### config.mk
export PLATFORM = sky130hd
export DESIGN_NAME = intarb_top
export DESIGN_NICKNAME = d
export VERILOG_FILES = /design/src/rtl/intarb_pkg.sv /design/src/rtl/intarb_ctrl.sv /design/src/rtl/intarb_dp.sv /design/src/rtl/intarb_top.sv
export SDC_FILE = /design/constraint.sdc
export NUM_CORES = 1
export LEC_CHECK = 0
export ABC_AREA = 1
export CAP_MARGIN = 20
export CORE_MARGIN = 4
export CORE_UTILIZATION = 15
export CTS_CLUSTER_SIZE = 30
export DETAILED_ROUTE_END_ITERATION = 7
export PLACE_DENSITY = 0.86
export SLEW_MARGIN = 20
export SYNTH_ARGS = -nofsm -noshare
export SYNTH_HDL_FRONTEND = slang
export SYNTH_SLANG_ARGS = --single-unit
### constraint.sdc
create_clock -name clk -period 1.45 [get_ports clk]
set_input_delay 0.29 -clock clk [delete_from_list [all_inputs] [get_ports clk]]
set_output_delay 0.29 -clock clk [all_outputs]
set_load 0.01 [all_outputs]
### src/rtl/intarb_pkg.sv
package intarb_pkg;
  localparam logic [1:0] MODE_U = 2'b00;
  localparam logic [1:0] MODE_S = 2'b01;
  localparam logic [1:0] MODE_M = 2'b11;

  localparam int M_ORDER_LEN = 6;
  localparam int S_ORDER_LEN = 3;
  localparam int M_ORDER [M_ORDER_LEN] = '{11, 3, 7, 9, 1, 5};
  localparam int S_ORDER [S_ORDER_LEN] = '{9, 1, 5};

  typedef struct packed {
    logic mOpen;
    logic sOpen;
    logic hold;
  } arbCtrl_t;
endpackage

### src/rtl/intarb_ctrl.sv
module intarb_ctrl
  import intarb_pkg::*;
(
  input  logic [1:0] privMode,
  input  logic       virtMode,
  input  logic       mGie,
  input  logic       sGie,
  input  logic       reevalIn,
  output arbCtrl_t   ctrl
);
  logic inMachine;
  logic inUser;
  logic inSuper;

  always_comb begin
    inMachine  = (privMode == MODE_M);
    inUser     = (privMode == MODE_U);
    inSuper    = (privMode == MODE_S) && !virtMode;
    // machine level opens when below machine or when machine has its enable set
    ctrl.mOpen = !inMachine || mGie;
    // supervisor level opens when strictly below it, or at it with its enable set
    ctrl.sOpen = !inMachine && (virtMode || inUser || (inSuper && sGie));
    ctrl.hold  = reevalIn;
  end
endmodule

### src/rtl/intarb_dp.sv
module intarb_dp
  import intarb_pkg::*;
#(
  parameter int NumIrq = 16,
  parameter int CauseW = $clog2(NumIrq)
) (
  input  logic              clk,
  input  logic              rstN,
  input  arbCtrl_t          ctrl,
  input  logic [NumIrq-1:0] mPend,
  input  logic [NumIrq-1:0] mEna,
  input  logic [NumIrq-1:0] mDeleg,
  input  logic [NumIrq-1:0] sPend,
  input  logic [NumIrq-1:0] sEna,
  input  logic [NumIrq-1:0] hPend,
  input  logic [NumIrq-1:0] hEna,
  input  logic [NumIrq-1:0] hDeleg,
  output logic              trapValid,
  output logic [1:0]        trapTarget,
  output logic [CauseW-1:0] trapCause
);
  logic [NumIrq-1:0] mStdMask;
  logic [NumIrq-1:0] sStdMask;
  logic [NumIrq-1:0] mCand;
  logic [NumIrq-1:0] sCand;
  logic [CauseW-1:0] mSel;
  logic [CauseW-1:0] sSel;
  logic              mAny;
  logic              sAny;

  for (genvar g = 0; g < NumIrq; g++) begin : g_mask
    assign mStdMask[g] = (g == 1) || (g == 3) || (g == 5) || (g == 7) || (g == 9) || (g == 11);
    assign sStdMask[g] = (g == 1) || (g == 5) || (g == 9);
  end

  always_comb begin
    mCand = mPend & mEna & ~mDeleg & mStdMask;
    sCand = ((sPend & sEna) | (hPend & hEna)) & ~hDeleg & sStdMask;
    mAny  = ctrl.mOpen && (|mCand);
    sAny  = ctrl.sOpen && (|sCand);
  end

  // walk each order from lowest to highest priority so the highest wins
  always_comb begin
    mSel = '0;
    for (int k = M_ORDER_LEN - 1; k >= 0; k--) begin
      if (mCand[M_ORDER[k]]) mSel = CauseW'(M_ORDER[k]);
    end
    sSel = '0;
    for (int k = S_ORDER_LEN - 1; k >= 0; k--) begin
      if (sCand[S_ORDER[k]]) sSel = CauseW'(S_ORDER[k]);
    end
  end

  always_ff @(posedge clk or negedge rstN) begin
    if (!rstN) begin
      trapValid  <= 1'b0;
      trapTarget <= 2'b00;
      trapCause  <= '0;
    end else if (ctrl.hold) begin
      trapValid  <= 1'b0;
      trapTarget <= 2'b00;
      trapCause  <= '0;
    end else if (mAny) begin
      trapValid  <= 1'b1;
      trapTarget <= MODE_M;
      trapCause  <= mSel;
    end else if (sAny) begin
      trapValid  <= 1'b1;
      trapTarget <= MODE_S;
      trapCause  <= sSel;
    end else begin
      trapValid  <= 1'b0;
      trapTarget <= 2'b00;
      trapCause  <= '0;
    end
  end

  p_hold_r10: assert property (@(posedge clk) disable iff (!rstN)
    ($past(rstN) && $past(ctrl.hold)) |-> !trapValid);

  p_machine_first_r5: assert property (@(posedge clk) disable iff (!rstN)
    ($past(rstN) && !$past(ctrl.hold) && $past(ctrl.mOpen) && ($past(mCand) != '0))
      |-> (trapValid && trapTarget == MODE_M));

  p_m_cause_pending_r1: assert property (@(posedge clk) disable iff (!rstN)
    ($past(rstN) && trapValid && trapTarget == MODE_M)
      |-> ((($past(mCand) >> trapCause) & NumIrq'(1)) != '0));

  p_s_cause_pending_r3: assert property (@(posedge clk) disable iff (!rstN)
    ($past(rstN) && trapValid && trapTarget == MODE_S)
      |-> (((($past(sCand) >> trapCause) & NumIrq'(1)) != '0) && $past(ctrl.sOpen)));

  p_idle_zero_r11: assert property (@(posedge clk) disable iff (!rstN)
    !trapValid |-> (trapTarget == 2'b00 && trapCause == '0));
endmodule

### src/rtl/intarb_top.sv
module intarb_top
  import intarb_pkg::*;
#(
  parameter int NumIrq = 16,
  localparam int CauseW = $clog2(NumIrq)
) (
  input  logic              clk,
  input  logic              rstN,
  input  logic [1:0]        privMode,
  input  logic              virtMode,
  input  logic              mGie,
  input  logic              sGie,
  input  logic              reevalIn,
  input  logic [NumIrq-1:0] mPend,
  input  logic [NumIrq-1:0] mEna,
  input  logic [NumIrq-1:0] mDeleg,
  input  logic [NumIrq-1:0] sPend,
  input  logic [NumIrq-1:0] sEna,
  input  logic [NumIrq-1:0] hPend,
  input  logic [NumIrq-1:0] hEna,
  input  logic [NumIrq-1:0] hDeleg,
  output logic              trapValid,
  output logic [1:0]        trapTarget,
  output logic [CauseW-1:0] trapCause
);
  arbCtrl_t ctrl;

  intarb_ctrl ctrl_i (
    .privMode (privMode),
    .virtMode (virtMode),
    .mGie     (mGie),
    .sGie     (sGie),
    .reevalIn (reevalIn),
    .ctrl     (ctrl)
  );

  intarb_dp #(.NumIrq(NumIrq), .CauseW(CauseW)) dp_i (
    .clk        (clk),
    .rstN       (rstN),
    .ctrl       (ctrl),
    .mPend      (mPend),
    .mEna       (mEna),
    .mDeleg     (mDeleg),
    .sPend      (sPend),
    .sEna       (sEna),
    .hPend      (hPend),
    .hEna       (hEna),
    .hDeleg     (hDeleg),
    .trapValid  (trapValid),
    .trapTarget (trapTarget),
    .trapCause  (trapCause)
  );
endmodule

**Word level (Yosys, flattened, before mapping)**

Index checks and enable logic that the tools add are counted.

- Equality and inequality tests: 2
- Mux-type cells: 18
- Reduce and logical (&&, ||, !) cells: 13
- Bitwise gates (word level): 8

Operators by type and width:

| operator | count |
|---|---|
| 4-bit two-way mux | 8 |
| 10-bit bitwise AND | 3 |
| 12-bit bitwise AND | 2 |
| 3-bit two-way mux | 4 |
| 12-bit inverter | 1 |
| 10-bit inverter | 1 |
| 10-bit OR | 1 |
| 6-bit OR reduction | 1 |
| 1-bit logical AND | 5 |
| 1-bit two-way mux | 4 |
| 2-bit two-way mux | 2 |
| 1-bit logical OR | 3 |
| 3-bit OR reduction | 1 |
| 2-bit by 1-bit == test with 1-bit output, second input constant | 1 |
| 2-bit == test, second input constant | 1 |
| 1-bit logical NOT | 2 |
| 2-bit logical NOT | 1 |

- Output and inout port bits: 7
- Register bits: 7
- Word-level logic and storage cells: 44

**Logic depth before layout (Yosys ltp)**

- Word-level depth: 10
- Mapped depth: 9

**Cells and area by module**

Synthesis repeated with hierarchy kept, for this count alone.

- Cell total of the unflattened synthesis: 75
- Area, all modules: 511.7 um^2

By module, submodules not included:

| module | cells an instance | area an instance (um^2) | times used |
|---|---|---|---|
| intarb_dp | 66 | 471.7 | 1 |
| intarb_ctrl | 9 | 40.0 | 1 |

**Worst setup path before layout**

OpenSTA, ideal clock, no wires.

- Path kind: input to register
- Start point: input port mDeleg[7]
- End point: register dp_i.trapCause[3]
- Setup time: 115 ps
- Path buffers: 0
- Arrival time: 864 ps
- Data required time: 1335 ps
- Setup slack: 471 ps
- Cell stages on the path: 8
- Cells stage by stage: inv_1 -> nand3_2 -> inv_2 -> nor2_2 -> nand2_4 -> nand2_4 -> and2_1 -> nor2_1

- Longest elaborated chain between the ends: 7

RTL lines:

| item | line | text |
|---|---|---|
| start, declared | intarb_top.sv:16 | `input logic [NumIrq-1:0] mDeleg,` |
| 12-bit inverter (*) | intarb_dp.sv:37 | `mCand = mPend & mEna & ~mDeleg & mStdMask;` |
| 12-bit bitwise AND (*) | intarb_dp.sv:37 |  |
| 4-bit two-way mux (3 in series) | intarb_dp.sv:47 | `if (mCand[M_ORDER[k]]) mSel = CauseW'(M_ORDER[k]);` |
| 4-bit two-way mux (*) | intarb_dp.sv:64 | `end else if (mAny) begin` |
| 4-bit two-way mux (*) | intarb_dp.sv:60 | `end else if (ctrl.hold) begin` |
| end signal, assigned | intarb_dp.sv:67 | `trapCause <= mSel;` |
| end signal, assigned | intarb_dp.sv:71 | `trapCause <= sSel;` |
| end, declared | intarb_dp.sv:20 | `output logic [CauseW-1:0] trapCause` |

Every way passes the cells marked *; elsewhere a longest branch is shown, timed or not.

**Worst setup path after layout**

- Start point: register dp_i.trapValid
- End point: output port trapValid

RTL lines:

| item | line | text |
|---|---|---|
| start, declared | intarb_dp.sv:18 | `output logic trapValid,` |
| start signal, assigned | intarb_dp.sv:57 | `trapValid <= 1'b0;` |
| start signal, assigned | intarb_dp.sv:61 | `trapValid <= 1'b0;` |
| start signal, assigned | intarb_dp.sv:65 | `trapValid <= 1'b1;` |
| end, declared | intarb_top.sv:22 | `output logic trapValid,` |

No word-level cell between the ends.

==> impl_metrics.yaml <==
run_status:
  status: "finished, final reports clean"
clocking:
  cts_root_buf: "clkbuf_4"
  htree_levels: 1
  cts_buffer_depth: 2
  clock_sinks: 6
  cts_tree: "yes"
  post_cts_buffers: 0
  cts_buffers: 3
  clk_pin_slew_ns: 0.04
global_routing:
  grt_pass1_vias: 631
  grt-ovfl-total: 0
  track_usage: 0.0744
  grt_pass1_wl_mm: 2.46
  antenna_found_initial: 0
  grt_max_degree: 8
detailed_routing:
  wl_per_cell_um: 8.59
  drt.antenna.violating_nets: 0
  drt_iter0_drc: 4
  first_pass_iters: 4
  num_vias: 629
  drt_wl_total_mm: 1.47
  vias_per_cell: 3.68
  drc_errors: 0
logic_synthesis:
  ys_ff_latch: 6
  synth_seq_area_share: 0.317
  synth_area_leaders: "dfrtp_1 32%, nand2_1 19%, inv_1 8.7%"
  synth_area_leader_cell: "dfrtp_1"
  yosysWarnings: 0
  synth.distinct_cells: 16
  postSynthAreaPerCell_um2: 6.50
  synthCells: 73
  synth_fp_nets: 209
  synth_top_area_share: 0.317
  synthesis.area_um2: 474
critical_path:
  worstSetupPathType: "flop to output port"
  required_ns: 1.16
  cp_num_buf_inv: 1
  cp_slowest_cell: "clkdlybuf4s50_1"
  path_cells: "clkdlybuf4s50_1"
  crit_path_end_kind: "output port"
  arrival_ns: 1.11
  cp_top_family: "buffers and inverters"
  cp-start-kind: "flop"
  critPathMaxFanout: 2
  cpPeakStageDelay_ns: 0.53
timing:
  finalHoldViolCount: 0
  maxSlewHeadroom: 0.833
  drv_slew: 0
  setup-violations-final: 0
  tns_ns: 0
  fin_crit_ns: 1.40
  finalCritPeriodShare: 0.965
  whs_ns: 0.276
  max_freq_ghz: 0.715
  worst_slew_pin_slew_ns: 0.249
  rsz0062_at_grt: "false"
finish:
  multiInputGateArea_um2: 272
  final_util: 0.349
  regArea_um2: 150
  area.growth.synth_to_final_pct: 123
  drive_gt1_frac: 0.150
  final_area_um2: 1060
  nNetsFinal: 265
  insertedDiodeCount: 0
  fillers: 331
place:
  numPortBuffers: 47
  globalplace.congestion: 0.690
  hpwlAfterDp_mm: 1.36
  dpl_cell_area_um2: 1030
floorplan:
  start_util: 0.157
  fp.dieArea_um2: 4120
  die_h_um: 64.2
  coreArea_um2: 3030
  die_w_um: 64.2
  std_cell_rows: 20
  ios: 143
power_and_ir_drop:
  leakage_nw: 0.528
  powerDensity_nw_per_um2: 563
  peakVddDrop_mv: 0.144
job:
  cap_violations: 0
hold_path:
  hold_path.class: "input port to async pin"
-- cells by family after synthesis --
logic type,Yosys count,synth area share
compound gates,4,0.0422
buf+inv,13,0.111
flops,6,0.317
simple gates,50,0.530
-- power by group --
group / leakage, nW / switching [mW] / internal (mW)
Sequential: 0.0782 / 0.00396 / 0.183
Combinational: 0.436 / 0.0924 / 0.164
Clock: 0.0138 / 0.0589 / 0.0935
Total: 0.528 / 0.155 / 0.441
-- through the flow --
step	cells	total power [mW]	worst slack, ns
after floorplan	73	0.279	0.471
after global placement	168	0.446	-0.0453
after detailed placement	168	0.450	-0.0718
after CTS	171	0.604	0.0165
after global routing	171	0.643	0.00135
final	171	0.596	0.0506
-- flip-flops by register name, summed over array words and instances (netlist names) --
signal,flops
dp_i.trapCause,4
dp_i.trapTarget,1
dp_i.trapValid,1
-- worst max path at each step --
stage               depth (start not counted)  slack [ns]                 to         startpoint
floorplan                                   8        0.47  dp_i.trapCause[3]          mDeleg[7]
global placement                            9       -0.05  dp_i.trapCause[3]          mDeleg[3]
detailed placement                         10       -0.07  dp_i.trapCause[2]          mDeleg[3]
CTS                                         1        0.02       trapCause[1]  dp_i.trapCause[1]
global route                                1       0.001       trapCause[3]  dp_i.trapCause[3]
finish                                      1        0.05          trapValid     dp_i.trapValid
-- synthesized netlist by cell type --
cell type  instances
dfrtp_1            6
nand3_2            4
nor3_1             1
nand3_1            6
nand2_2            1
o21ai_1            1
nor2_2             3
a21oi_1            3
nand2_1           24
buf_4              1
or2_1              1
and2_1             1
inv_1             11
nand2_4            2
inv_2              1
nor2_1             7
-- placed cells by master (no fill, tap or decap) --
cell type / count
nand2_2: 1
nand3_2: 4
clkbuf_4: 3
nand2_1: 24
dlymetal6s2s_1: 2
nor2_2: 3
or2_1: 1
nand2_4: 2
nor2_1: 7
inv_2: 1
dfrtp_1: 6
a21oi_1: 3
clkdlybuf4s50_1: 45
nand3_1: 6
buf_4: 5
inv_1: 11
nor3_1: 1
and2_1: 1
o21ai_1: 1
-- per-layer routing --
metal  vias to the layer above  GRT usage  share of wire
met1                       266     0.0666           0.36
met3                         2     0.0334           0.13
met4                         0     0.0317          0.016
met5                         -          0              0
met2                        31      0.142           0.50
li1                        330          -              -
-- area by class of cell --
class	count	area share
flip-flops and latches	6	0.142
clock buffers	3	0.0213
inverters	12	0.0426
well taps	44	0.0521
multi-input cells	54	0.257
repair buffers	52	0.485
-- what timing repair did --
action / CTS / global route
resized for setup: 0 / 2
endpoints found under the setup margin: 0 / 2
hold buffers: 0 / 0
Power figures use the tool's default switching activity.
